File: src/rtl/i2c_reg_pkg.sv
package i2c_reg_pkg;
  typedef enum logic [2:0] {
    ST_IDLE, ST_ADDR, ST_ADDR_ACK, ST_WRX, ST_WACK, ST_RTX, ST_RACK
  } i2c_state_e;

  localparam logic [7:0] A_BRIGHT = 8'h00;
  localparam logic [7:0] A_OFS0   = 8'h01;
  localparam logic [7:0] A_MEN    = 8'h2A;
  localparam logic [7:0] A_CHEN   = 8'h2B;
  localparam logic [7:0] A_STAT   = 8'h2C;
endpackage

File: src/rtl/i2c_line_sync.sv
module i2c_line_sync #(
  parameter int STAGES = 2
) (
  input  logic clk_i,
  input  logic rst_ni,
  input  logic scl_i,
  input  logic sda_i,
  output logic scl_o,
  output logic sda_o,
  output logic scl_rise_o,
  output logic scl_fall_o,
  output logic start_o,
  output logic stop_o
);
  logic [STAGES-1:0] scl_ff, sda_ff;
  logic scl_d, sda_d;

  always_ff @(posedge clk_i or negedge rst_ni) begin
    if (!rst_ni) begin
      scl_ff <= '1;
      sda_ff <= '1;
      scl_d  <= 1'b1;
      sda_d  <= 1'b1;
    end else begin
      scl_ff <= {scl_ff[STAGES-2:0], scl_i};
      sda_ff <= {sda_ff[STAGES-2:0], sda_i};
      scl_d  <= scl_ff[STAGES-1];
      sda_d  <= sda_ff[STAGES-1];
    end
  end

  assign scl_o      = scl_ff[STAGES-1];
  assign sda_o      = sda_ff[STAGES-1];
  assign scl_rise_o = scl_o & ~scl_d;
  assign scl_fall_o = ~scl_o & scl_d;
  // SDA edge while SCL held high on both samples
  assign start_o    = scl_o & scl_d & sda_d & ~sda_o;
  assign stop_o     = scl_o & scl_d & ~sda_d & sda_o;

  AST_START_STOP_EXCL: assert property (@(posedge clk_i) disable iff (!rst_ni)
    !(start_o && stop_o));
endmodule

File: src/rtl/i2c_target_fsm.sv
module i2c_target_fsm
  import i2c_reg_pkg::*;
#(
  parameter logic [6:0] DEV_ADDR = 7'h6F
) (
  input  logic       clk_i,
  input  logic       rst_ni,
  input  logic       scl_i,
  input  logic       sda_i,
  input  logic       scl_rise_i,
  input  logic       scl_fall_i,
  input  logic       start_i,
  input  logic       stop_i,
  input  logic [7:0] rd_data_i,
  output logic [7:0] rd_addr_o,
  output logic       wr_en_o,
  output logic [7:0] wr_addr_o,
  output logic [7:0] wr_data_o,
  output logic       sda_oe_o
);
  localparam int BITS = 8;
  localparam logic [3:0] LAST = 4'(BITS);

  i2c_state_e state_q;
  logic [3:0] bitcnt_q;
  logic [7:0] shift_q, tx_q, ptr_q, wr_addr_q, wr_data_q;
  logic       ptr_ok_q, rw_q, oe_q, nack_q, wr_en_q;

  always_ff @(posedge clk_i or negedge rst_ni) begin
    if (!rst_ni) begin
      state_q   <= ST_IDLE;
      bitcnt_q  <= '0;
      shift_q   <= '0;
      tx_q      <= '0;
      ptr_q     <= '0;
      ptr_ok_q  <= 1'b0;
      rw_q      <= 1'b0;
      oe_q      <= 1'b0;
      nack_q    <= 1'b0;
      wr_en_q   <= 1'b0;
      wr_addr_q <= '0;
      wr_data_q <= '0;
    end else begin
      wr_en_q <= 1'b0;
      if (start_i) begin
        state_q  <= ST_ADDR;
        bitcnt_q <= '0;
        oe_q     <= 1'b0;
      end else if (stop_i) begin
        state_q <= ST_IDLE;
        oe_q    <= 1'b0;
      end else begin
        case (state_q)
          ST_ADDR, ST_WRX: begin
            if (scl_rise_i && bitcnt_q != LAST) begin
              shift_q  <= {shift_q[6:0], sda_i};
              bitcnt_q <= bitcnt_q + 4'd1;
            end else if (scl_fall_i && bitcnt_q == LAST) begin
              bitcnt_q <= '0;
              if (state_q == ST_ADDR) begin
                if (shift_q[7:1] == DEV_ADDR) begin
                  oe_q    <= 1'b1;
                  rw_q    <= shift_q[0];
                  state_q <= ST_ADDR_ACK;
                  if (!shift_q[0]) ptr_ok_q <= 1'b0;
                end else begin
                  state_q <= ST_IDLE;
                end
              end else begin
                oe_q    <= 1'b1;
                state_q <= ST_WACK;
                if (!ptr_ok_q) begin
                  ptr_q    <= shift_q;
                  ptr_ok_q <= 1'b1;
                end else begin
                  wr_en_q   <= 1'b1;
                  wr_addr_q <= ptr_q;
                  wr_data_q <= shift_q;
                  ptr_q     <= ptr_q + 8'd1;
                end
              end
            end
          end
          ST_ADDR_ACK: if (scl_fall_i) begin
            bitcnt_q <= '0;
            if (rw_q) begin
              tx_q    <= rd_data_i;
              oe_q    <= ~rd_data_i[7];
              state_q <= ST_RTX;
            end else begin
              oe_q    <= 1'b0;
              state_q <= ST_WRX;
            end
          end
          ST_WACK: if (scl_fall_i) begin
            oe_q    <= 1'b0;
            state_q <= ST_WRX;
          end
          ST_RTX: begin
            if (scl_rise_i && bitcnt_q != LAST) begin
              bitcnt_q <= bitcnt_q + 4'd1;
            end else if (scl_fall_i && bitcnt_q == LAST) begin
              oe_q     <= 1'b0;
              ptr_q    <= ptr_q + 8'd1;
              bitcnt_q <= '0;
              state_q  <= ST_RACK;
            end else if (scl_fall_i) begin
              tx_q <= {tx_q[6:0], 1'b0};
              oe_q <= ~tx_q[6];
            end
          end
          ST_RACK: begin
            if (scl_rise_i) begin
              nack_q <= sda_i;
            end else if (scl_fall_i) begin
              if (nack_q) begin
                state_q <= ST_IDLE;
              end else begin
                tx_q    <= rd_data_i;
                oe_q    <= ~rd_data_i[7];
                state_q <= ST_RTX;
              end
            end
          end
          default: ;
        endcase
      end
    end
  end

  assign rd_addr_o = ptr_q;
  assign wr_en_o   = wr_en_q;
  assign wr_addr_o = wr_addr_q;
  assign wr_data_o = wr_data_q;
  assign sda_oe_o  = oe_q;

  AST_OE_SCL_LOW: assert property (@(posedge clk_i) disable iff (!rst_ni)
    (!$stable(oe_q) && !$past(start_i || stop_i)) |-> !scl_i);
  AST_IDLE_QUIET: assert property (@(posedge clk_i) disable iff (!rst_ni)
    (state_q == ST_IDLE) |-> !oe_q);
  AST_WRITE_ACKED: assert property (@(posedge clk_i) disable iff (!rst_ni)
    wr_en_q |-> (state_q == ST_WACK && oe_q));
  AST_RACK_RELEASE: assert property (@(posedge clk_i) disable iff (!rst_ni)
    (state_q == ST_RACK) |-> !oe_q);
endmodule

File: src/rtl/i2c_ctrl_regs.sv
module i2c_ctrl_regs
  import i2c_reg_pkg::*;
#(
  parameter int         NUM_OFS    = 8,
  parameter logic [7:0] BRIGHT_RST = 8'h3F
) (
  input  logic                 clk_i,
  input  logic                 rst_ni,
  input  logic                 wr_en_i,
  input  logic [7:0]           wr_addr_i,
  input  logic [7:0]           wr_data_i,
  input  logic [7:0]           rd_addr_i,
  output logic [7:0]           rd_data_o,
  input  logic [7:0]           status_i,
  output logic [7:0]           bright_o,
  output logic [NUM_OFS*8-1:0] offset_o,
  output logic                 master_en_o,
  output logic [NUM_OFS-1:0]   chan_en_o
);
  logic [7:0]         bright_q;
  logic [7:0]         ofs_q [NUM_OFS];
  logic               men_q;
  logic [NUM_OFS-1:0] chen_q;

  always_ff @(posedge clk_i or negedge rst_ni) begin
    if (!rst_ni) begin
      bright_q <= BRIGHT_RST;
      men_q    <= 1'b0;
      chen_q   <= '0;
    end else if (wr_en_i) begin
      if (wr_addr_i == A_BRIGHT) bright_q <= wr_data_i;
      if (wr_addr_i == A_MEN)    men_q    <= wr_data_i[0];
      if (wr_addr_i == A_CHEN)   chen_q   <= wr_data_i[NUM_OFS-1:0];
    end
  end

  for (genvar g = 0; g < NUM_OFS; g++) begin : g_ofs
    always_ff @(posedge clk_i or negedge rst_ni) begin
      if (!rst_ni) ofs_q[g] <= '0;
      else if (wr_en_i && wr_addr_i == 8'(A_OFS0 + g)) ofs_q[g] <= wr_data_i;
    end
    assign offset_o[g*8 +: 8] = ofs_q[g];
  end

  always_comb begin
    rd_data_o = '0;
    if (rd_addr_i == A_BRIGHT) rd_data_o = bright_q;
    if (rd_addr_i == A_MEN)    rd_data_o = {7'd0, men_q};
    if (rd_addr_i == A_CHEN)   rd_data_o = 8'(chen_q);
    if (rd_addr_i == A_STAT)   rd_data_o = status_i;
    for (int k = 0; k < NUM_OFS; k++)
      if (rd_addr_i == 8'(A_OFS0 + k)) rd_data_o = ofs_q[k];
  end

  assign bright_o    = bright_q;
  assign master_en_o = men_q;
  assign chan_en_o   = chen_q;

  AST_HOLD_NO_WRITE: assert property (@(posedge clk_i) disable iff (!rst_ni)
    !wr_en_i |=> ($stable(bright_q) && $stable(chen_q) && $stable(men_q)));
  AST_STATUS_RO: assert property (@(posedge clk_i) disable iff (!rst_ni)
    (wr_en_i && wr_addr_i == A_STAT) |=> ($stable(bright_q) && $stable(chen_q)));
endmodule

File: src/rtl/i2c_reg_target.sv
module i2c_reg_target #(
  parameter int         NUM_OFS     = 8,
  parameter int         SYNC_STAGES = 2,
  parameter logic [6:0] DEV_ADDR    = 7'h6F
) (
  input  logic                 clk_i,
  input  logic                 rst_ni,
  input  logic                 scl_i,
  input  logic                 sda_i,
  output logic                 sda_oe_o,
  input  logic [7:0]           status_i,
  output logic [7:0]           bright_o,
  output logic [NUM_OFS*8-1:0] offset_o,
  output logic                 master_en_o,
  output logic [NUM_OFS-1:0]   chan_en_o
);
  logic scl_s, sda_s, scl_rise, scl_fall, start, stop;
  logic [7:0] rd_addr, rd_data, wr_addr, wr_data;
  logic wr_en;

  i2c_line_sync #(.STAGES(SYNC_STAGES)) u_sync (
    .clk_i, .rst_ni, .scl_i, .sda_i,
    .scl_o(scl_s), .sda_o(sda_s), .scl_rise_o(scl_rise),
    .scl_fall_o(scl_fall), .start_o(start), .stop_o(stop)
  );

  i2c_target_fsm #(.DEV_ADDR(DEV_ADDR)) u_fsm (
    .clk_i, .rst_ni, .scl_i(scl_s), .sda_i(sda_s),
    .scl_rise_i(scl_rise), .scl_fall_i(scl_fall),
    .start_i(start), .stop_i(stop),
    .rd_data_i(rd_data), .rd_addr_o(rd_addr),
    .wr_en_o(wr_en), .wr_addr_o(wr_addr), .wr_data_o(wr_data),
    .sda_oe_o
  );

  i2c_ctrl_regs #(.NUM_OFS(NUM_OFS)) u_regs (
    .clk_i, .rst_ni,
    .wr_en_i(wr_en), .wr_addr_i(wr_addr), .wr_data_i(wr_data),
    .rd_addr_i(rd_addr), .rd_data_o(rd_data),
    .status_i, .bright_o, .offset_o, .master_en_o, .chan_en_o
  );
endmodule

File: config.mk
export PLATFORM = sky130hd
export DESIGN_NAME = i2c_reg_target
export DESIGN_NICKNAME = d
export VERILOG_FILES = /design/src/rtl/i2c_reg_pkg.sv /design/src/rtl/i2c_line_sync.sv /design/src/rtl/i2c_target_fsm.sv /design/src/rtl/i2c_ctrl_regs.sv /design/src/rtl/i2c_reg_target.sv
export SDC_FILE = /design/constraint.sdc
export NUM_CORES = 1
export LEC_CHECK = 0
export BUFFER_PORTS_ARGS = -buffer_cell sky130_fd_sc_hd__buf_2
export CORE_MARGIN = 2
export CORE_UTILIZATION = 55
export CTS_CLUSTER_SIZE = 28
export DETAILED_ROUTE_END_ITERATION = 7
export PLACE_DENSITY = 0.77
export SETUP_SLACK_MARGIN = 0.05
export SYNTH_ARGS = -nofsm -noshare
export SYNTH_HDL_FRONTEND = slang
export SYNTH_HIERARCHICAL = 1
export SYNTH_SLANG_ARGS = --single-unit
File: constraint.sdc
create_clock -name clk_i -period 3.4 [get_ports clk_i]
set_clock_uncertainty 0.15 [all_clocks]
set_input_delay 0.68 -clock clk_i [delete_from_list [all_inputs] [get_ports clk_i]]
set_output_delay 0.68 -clock clk_i [all_outputs]
set_load 0.1 [all_outputs]
==> flow_metrics.tcl, run 1 <==
set metrics [dict create \
    layout-drive-gt1-share 0.398 \
    routedWlPerCell_um 21.3 \
    synth-compound-area-share 0.116 \
    async_flop_share 1.00 \
    viasPerCell 6.22 \
    cts.repair.resized 0 \
    die-area_mm2 0.0135 \
    p_leak_nw 4.07 \
    yosysSeqAreaShare 0.503 \
    numClockSinks 138 \
    synthSimpleGateAreaFrac 0.122 \
    diodes 0 \
    worstPathCellList "nor3_1 -> nor3b_1 -> nand3_1 -> mux2_2" \
    setup_slack_ns 0.720 \
    hold_buffers 0 \
    area_growth_pct 18.4 \
    crit_slowest_cell "nand3_1" \
    drv_cap 0 \
    syn_nets 623 \
    grt_usage 0.287 \
    yosys_warnings 6 \
    path_class "flip-flop to flip-flop" \
    irDropWorstVdd_mv 0.367 \
    grt_pass1_vias 5210 \
    h-tree-depth 4 \
    fin_util 0.674 \
    n_fill_cell 955 \
    min_period_ns 2.68 \
    status "completed" \
    grt_overflow 0 \
    nets 713 \
    hold_violations 0 \
    synth_top_family_by_area "multiplexers" \
    synth_ff_type "dfrtp_1" \
    synth_seq_cells 138 \
    setup-violations-final 0 \
    yosys.cell_types.count 66 \
    max_slew.worst_pin.slew_ns 0.718 \
    fp.dieH_um 116 \
    cpPeakStageDelay_ns 0.60 \
    clk_latency_ns 0.42 \
    muxShareOfSynthArea 0.223 \
    vias 5466 \
    synth_edf_count 0 \
    path_max_fanout 8 \
    hpwl_um 13300 \
    rsz0062_at_grt "false" \
    netlist.area_leader.share 0.457 \
    syn_avg_cell_area_um2 11.3 \
    drt_iter0_markers 625 \
    power_density_mw_per_mm2 526 \
    drcViolationCount 0 \
    max-slew-margin-rel 0.521 \
    cp.arrival_ns 2.83 \
    root_buffer "clkbuf_16" \
    setup-tns-final_ns 0 \
    synthAdderAreaFrac 0.00544 \
    yosys-top-cells-area "dfrtp_1 (46%), mux2_2 (19%), dfstp_2 (4.6%), nor2_1 (2.5%), o21ai_0 (2.4%)" \
    core_mm2 0.0121 \
    clk_path_buf_depth 2 \
    grt_pass1_wl_um 28800 \
    antenna_found_initial 0 \
    io_pins 94 \
    final-max-slew-violation-count 0 \
    required_ns 3.55 \
    hp-class "primary input to async pin" \
    dp_slack_ns 0.764 \
    wirelength_um 18700 \
    cts_made_buffers 17 \
    start_kind "flip-flop" \
    drt-pass1-iter-count 5 \
    ant_nets 0 \
    instances_no_fill 879 \
    place_congestion 0.995 \
    synthXorXnorAreaFrac 0.00127 \
    dieWidth_um 116 \
    synth.most_common_cell "dfrtp_1" \
    start_util 0.569 \
    cts_tree "done" \
    ys_top_cells_by_count "dfrtp_1 (126), mux2_2 (115), nor2_1 (46)" \
    row_count 40 \
    cp-end-kind "flip-flop" \
    period_share 0.788 \
    synth.cell_area_mm2 0.00690 \
    synth_area_leader_cell "dfrtp_1" \
    dp.cells 847 \
    path_clk_slew_ns 0.06 \
    grt_max_degree 60 \
    cts_setup_buffers 0 \
    synth_cells 608 \
    clock.fmax_ghz 0.373 \
    port-buffer-count 93 \
]
[cell type report]
type                    instances  area, um^2  share of cell area
flip-flops and latches        138        3470               0.425
repair buffers                104         567              0.0694
inverters                      16        60.1             0.00736
multi-input cells             421        3230               0.395
well taps                     168         210              0.0257
clock buffers                  18         439              0.0538
clock inverters                14         195              0.0239
[report_power, final]
| group | internal (mW) | total [mW] | switching [mW] |
|---|---|---|---|
| clock network | 1.25 | 1.97 | 0.724 |
| logic | 0.195 | 0.457 | 0.262 |
| registers | 1.72 | 1.87 | 0.144 |
[critical path, delay by kind of cell, from the launching register on]
family | cells | cell delay (ns)
mux | 1 | 0.49
simple gates | 3 | 1.53
flops | 1 | 0.39
[routing by layer]
metal,global-route usage,routed length [um],up-vias
met1,0.412,8320,2752
met2,0.423,8530,262
met4,0.109,449,0
met3,0.0743,1440,43
li1,-,-,2409
met5,0,0,-
[stage by stage]
stage / area (um^2) / hold slack (ns) / total power, mW
after global placement: 7530 / 0.196 / 2.32
after global routing: 8170 / 0.0301 / 4.45
after floorplan: 6900 / 0.195 / 2.19
after CTS: 8170 / 0.0148 / 4.32
after detailed placement: 7530 / 0.197 / 2.35
final: 8170 / 0.00637 / 4.30
[worst paths after layout]
| path | slack, ns | end | from | cells past startpoint |
|---|---|---|---|---|
| setup / recovery | 0.72 | u_regs/offset_o[52] | u_fsm/wr_addr_o[4] | 4 |
| hold / removal | 0.006 | u_regs/offset_o[2] | rst_ni | 1 |
| setup reg to reg | 0.72 | u_regs/offset_o[52] | u_fsm/wr_addr_o[4] | 4 |
| hold reg to reg | 0.20 | u_sync/sda_ff[1] | u_sync/sda_ff[0] | 0 |
| max in group asynchronous | 2.22 | u_sync/sda_ff[0] | rst_ni | 2 |
| min in group clk_i | 0.20 | u_sync/sda_ff[1] | u_sync/sda_ff[0] | 0 |
[registers in the layout, indices dropped and copies added (netlist names)]
name,flops
u_fsm/sda_oe_o,1
u_fsm/wr_en_o,1
u_regs/offset_o,64
u_fsm/state_q,3
u_fsm/rd_addr_o,8
u_fsm/nack_q,1
u_fsm/tx_q,7
u_sync/sda_ff,2
u_fsm/rw_q,1
u_fsm/bitcnt_q,4
u_sync/scl_d,1
u_fsm/ptr_ok_q,1
u_regs/bright_o,8
u_fsm/wr_data_o,8
u_regs/master_en_o,1
u_regs/chan_en_o,8
u_sync/scl_ff,2
u_fsm/wr_addr_o,8
u_sync/sda_d,1
u_fsm/shift_q,8
[cell usage in the layout (no fill, tap or decap), types with 4 or more instances in the layout]
cell        netlist  final
o22ai_1          14     14
a211oi_1          4      4
nand4_1           6      6
nand2b_1          9      9
inv_1            16     16
dfrtp_1         126    126
nand3_1          12     12
nand2_1          32     32
o21ai_0          33     33
mux2_4            6      6
mux2_2          115    115
nor3b_1           5      5
a2bb2oi_1         6      6
nor2b_1           7      7
a22oi_1           8      8
clkbuf_16         0     17
buf_2             3     92
bufinv_16         0      4
and3_1            4      4
nor2_1           46     46
dfstp_2          12     12
clkinvlp_4        0      4
nor3_1            9      9
mux2i_1          11     11
a21oi_1          32     32
buf_4             0     10
[logic make-up (layout without fill, tap and decap cells)]
kind of cell    count (synthesis)  in the layout
compound gates                125            125
xor+xnor                        1              1
fa+ha+maj                       3              3
buf+inv                        49            152
flops                         138            138
mux                           134            134
simple gates                  158            158
Power figures use the tool's default switching activity.
==> run 2: changes to the inputs <==
Settings changed: ABC_AREA set to 1.
Clock period 3.4 ns to 2.75 ns, I/O delays scaled along.
==> run 2 against run 1 <==
Effect of this change: register-to-register slack worse by 0.37 ns; sequential share of layout area is 0.95 points lower; sequential power is 19% higher; hold slack better by 0.069 ns; non-clock buffer count fell by 2; fmax grew 12%; power up 29%; critical path depth is 5 higher; first-iteration DRC count increased by 4.8%; highest routed layer unchanged.
==> flow_metrics.tcl, run 2 <==
set metrics [dict create \
    status "completed" \
    largest_reg_flops 64 \
    p_leak_nw 4.04 \
    cp-end-kind "flip-flop" \
    path_clk_slew_ns 0.06 \
    clk_latency_ns 0.42 \
    grt_util_met3 0.0698 \
    cpPeakStageDelay_ns 0.56 \
    place_congestion 0.932 \
    seq_power_share 0.399 \
    busiest_layer "met2" \
    drv_cap 0 \
    fin_area_mm2 0.00835 \
    die-area_mm2 0.0139 \
    setup-violations-final 0 \
    path_buf_inv 2 \
    diodes 0 \
    required_ns 2.90 \
    port-buffer-count 93 \
    core_mm2 0.0127 \
    hold_violations 0 \
    intPower_mw 3.95 \
    mostFrequentLayoutCell "nand2_1" \
    crit_slowest_cell "dfstp_2" \
    cts_made_buffers 17 \
    ys_top_cells_by_count "nand2_1 (267), dfrtp_1 (126), inv_1 (66)" \
    synth.most_common_cell "nand2_1" \
    layout_common_cells "nand2_1 (267), dfrtp_1 (126), buf_2 (92), inv_1 (66), nor2_1 (50)" \
    routedWlPerCell_um 16.5 \
    synth_seq_cells 138 \
    drt-pass1-iter-count 7 \
    root_buffer "clkbuf_16" \
    drcViolationCount 0 \
    cts_setup_buffers 0 \
    viasPerCell 5.47 \
    fp.dieH_um 118 \
    start_util 0.564 \
    path_delay_family "simple AND/OR/NAND/NOR gates" \
    grt_pass1_vias 5941 \
    worstPathCellList "inv_1 -> nand2_1 -> nor2_1 -> nor2_2 -> inv_1 -> a21oi_1 -> nand3_2 -> nand2_1 -> o21ai_2" \
    vias 6175 \
    yosys-top-cells-area "dfrtp_1 (44%), nand2_1 (14%), o21ai_2 (5.6%), dfstp_2 (4.4%), inv_1 (3.5%)" \
    hpwl_um 13000 \
    numClockSinks 138 \
    start_kind "flip-flop" \
    dieWidth_um 118 \
    synth_cells 845 \
    synth.cell_area_mm2 0.00715 \
    grt_usage 0.281 \
    cts_tree "done" \
    setup_slack_ns 0.347 \
    synth_area_leader_cell "dfrtp_1" \
    drt_iter0_markers 655 \
    async_flop_share 1.00 \
    grt_max_degree 55 \
    io_pins 94 \
    dp_slack_ns 0.412 \
    grt_pass1_wl_um 30600 \
    max_slew.worst_pin.slew_ns 0.734 \
    path_class "flip-flop to flip-flop" \
    yosysSeqAreaShare 0.485 \
    placed_area_mm2 0.00770 \
    setup-tns-final_ns 0 \
    globalRouteMet1Util 0.382 \
    max-slew-margin-rel 0.510 \
    cts.repair.resized 0 \
    row_count 41 \
    yosys_warnings 6 \
    power_density_mw_per_mm2 665 \
    clock.fmax_ghz 0.416 \
    power_mw 5.56 \
    n_fill_cell 1113 \
    netlist.area_leader.share 0.441 \
    synth_edf_count 0 \
    irDropWorstVdd_mv 0.620 \
    yosys.cell_types.count 37 \
    antenna_found_initial 0 \
    area_growth_pct 16.9 \
    switching_share 0.289 \
    grt.met2_usage 0.442 \
    grt_overflow 0 \
    cp.arrival_ns 2.55 \
    rsz0062_at_grt "false" \
    period_share 0.874 \
    path_max_fanout 14 \
    hp-class "primary input to flip-flop" \
    wirelength_um 18600 \
    clk_path_buf_depth 2 \
    layout-drive-gt1-share 0.269 \
    switchingPower_mw 1.60 \
    min_period_ns 2.40 \
    ant_nets 0 \
    syn_nets 860 \
    final-max-slew-violation-count 0 \
    nets 959 \
    syn_avg_cell_area_um2 8.46 \
    power_frac_clock 0.444 \
    synth_ff_type "dfrtp_1" \
    power_frac_comb 0.157 \
    h-tree-depth 4 \
]
[run 2: cell types whose count changed in the layout (fill, tap and decap cells not counted), moves of 35 or more]
cell	change
nand3_1	+35
o21ai_1	+37
inv_1	+50
o21ai_2	+46
mux2_2	-115
nand2_1	+235
[run 2: routing by layer]
metal  share of wire  vias up
met5               0        -
met4           0.024        0
met3           0.069       42
met2            0.47      242
met1            0.44     2934
li1                -     2957
[run 2: path summary, 6_finish.rpt]
path / to / depth (start not counted) / from / slack, ns
setup / recovery: u_fsm/tx_q[2] / 9 / u_sync/sda_ff[1] / 0.35
min in group asynchronous: u_fsm/bitcnt_q[0] / 2 / rst_ni / 0.52
setup reg to reg: u_fsm/tx_q[2] / 9 / u_sync/sda_ff[1] / 0.35
hold / removal: u_sync/sda_ff[0] / 1 / sda_i / 0.08
max in group asynchronous: u_regs/bright_o[0] / 3 / rst_ni / 1.25
hold reg to reg: u_sync/sda_ff[1] / 0 / u_sync/sda_ff[0] / 0.20
[run 2: kinds of logic after synthesis]
| group | synth area share |
|---|---|
| adders and majority gates | 0.00525 |
| AOI/OAI and AO/OA | 0.126 |
| DFF | 0.485 |
| muxes | 0.00840 |
| buffers and inverters | 0.0702 |
| and+or+nand+nor | 0.297 |
| xor gates and xnor gates | 0.00735 |
[run 2: metrics by stage]
step,instances,hold WS [ns],utilization
2_1_floorplan,845,0.104,-
4_1_cts,1129,0.0605,0.659
3_5_place_dp,1096,0.197,0.608
5_1_grt,1129,0.0588,0.659
3_3_place_gp,1096,0.196,0.608
6_report,1129,0.0758,0.659
[run 2: layout make-up]
type | instances | area [um^2] | share of cell area
multi-input cells | 609 | 3180 | 0.380
flip-flops and latches | 138 | 3470 | 0.415
repair buffers | 102 | 567 | 0.0679
inverters | 76 | 285 | 0.0342
well taps | 172 | 215 | 0.0258
clock buffers | 22 | 474 | 0.0568
clock inverters | 10 | 165 | 0.0198
[run 2: power groups by stage]
stage               clock network (mW)  logic, mW  registers (mW)
detailed placement                   0      0.854            2.25
floorplan                            0      0.690            2.25
CTS                               2.49      0.866            2.22
global route                      2.60      0.986            2.23
global placement                     0      0.837            2.25
finish                            2.46      0.873            2.22
[run 2: worst reg2reg max path, cell delays in order (launching register included)]
cell and delay, ns:
dfstp_2 0.56, inv_1 0.04, nand2_1 0.05, nor2_1 0.07, nor2_2 0.49, inv_1 0.16
a21oi_1 0.18, nand3_2 0.34, nand2_1 0.18, o21ai_2 0.07
[run 2: timing repair]
item                       in CTS  in global routing
setup endpoints to repair       0                  0
hold endpoints to repair       46                  0
hold buffers                    1                  0
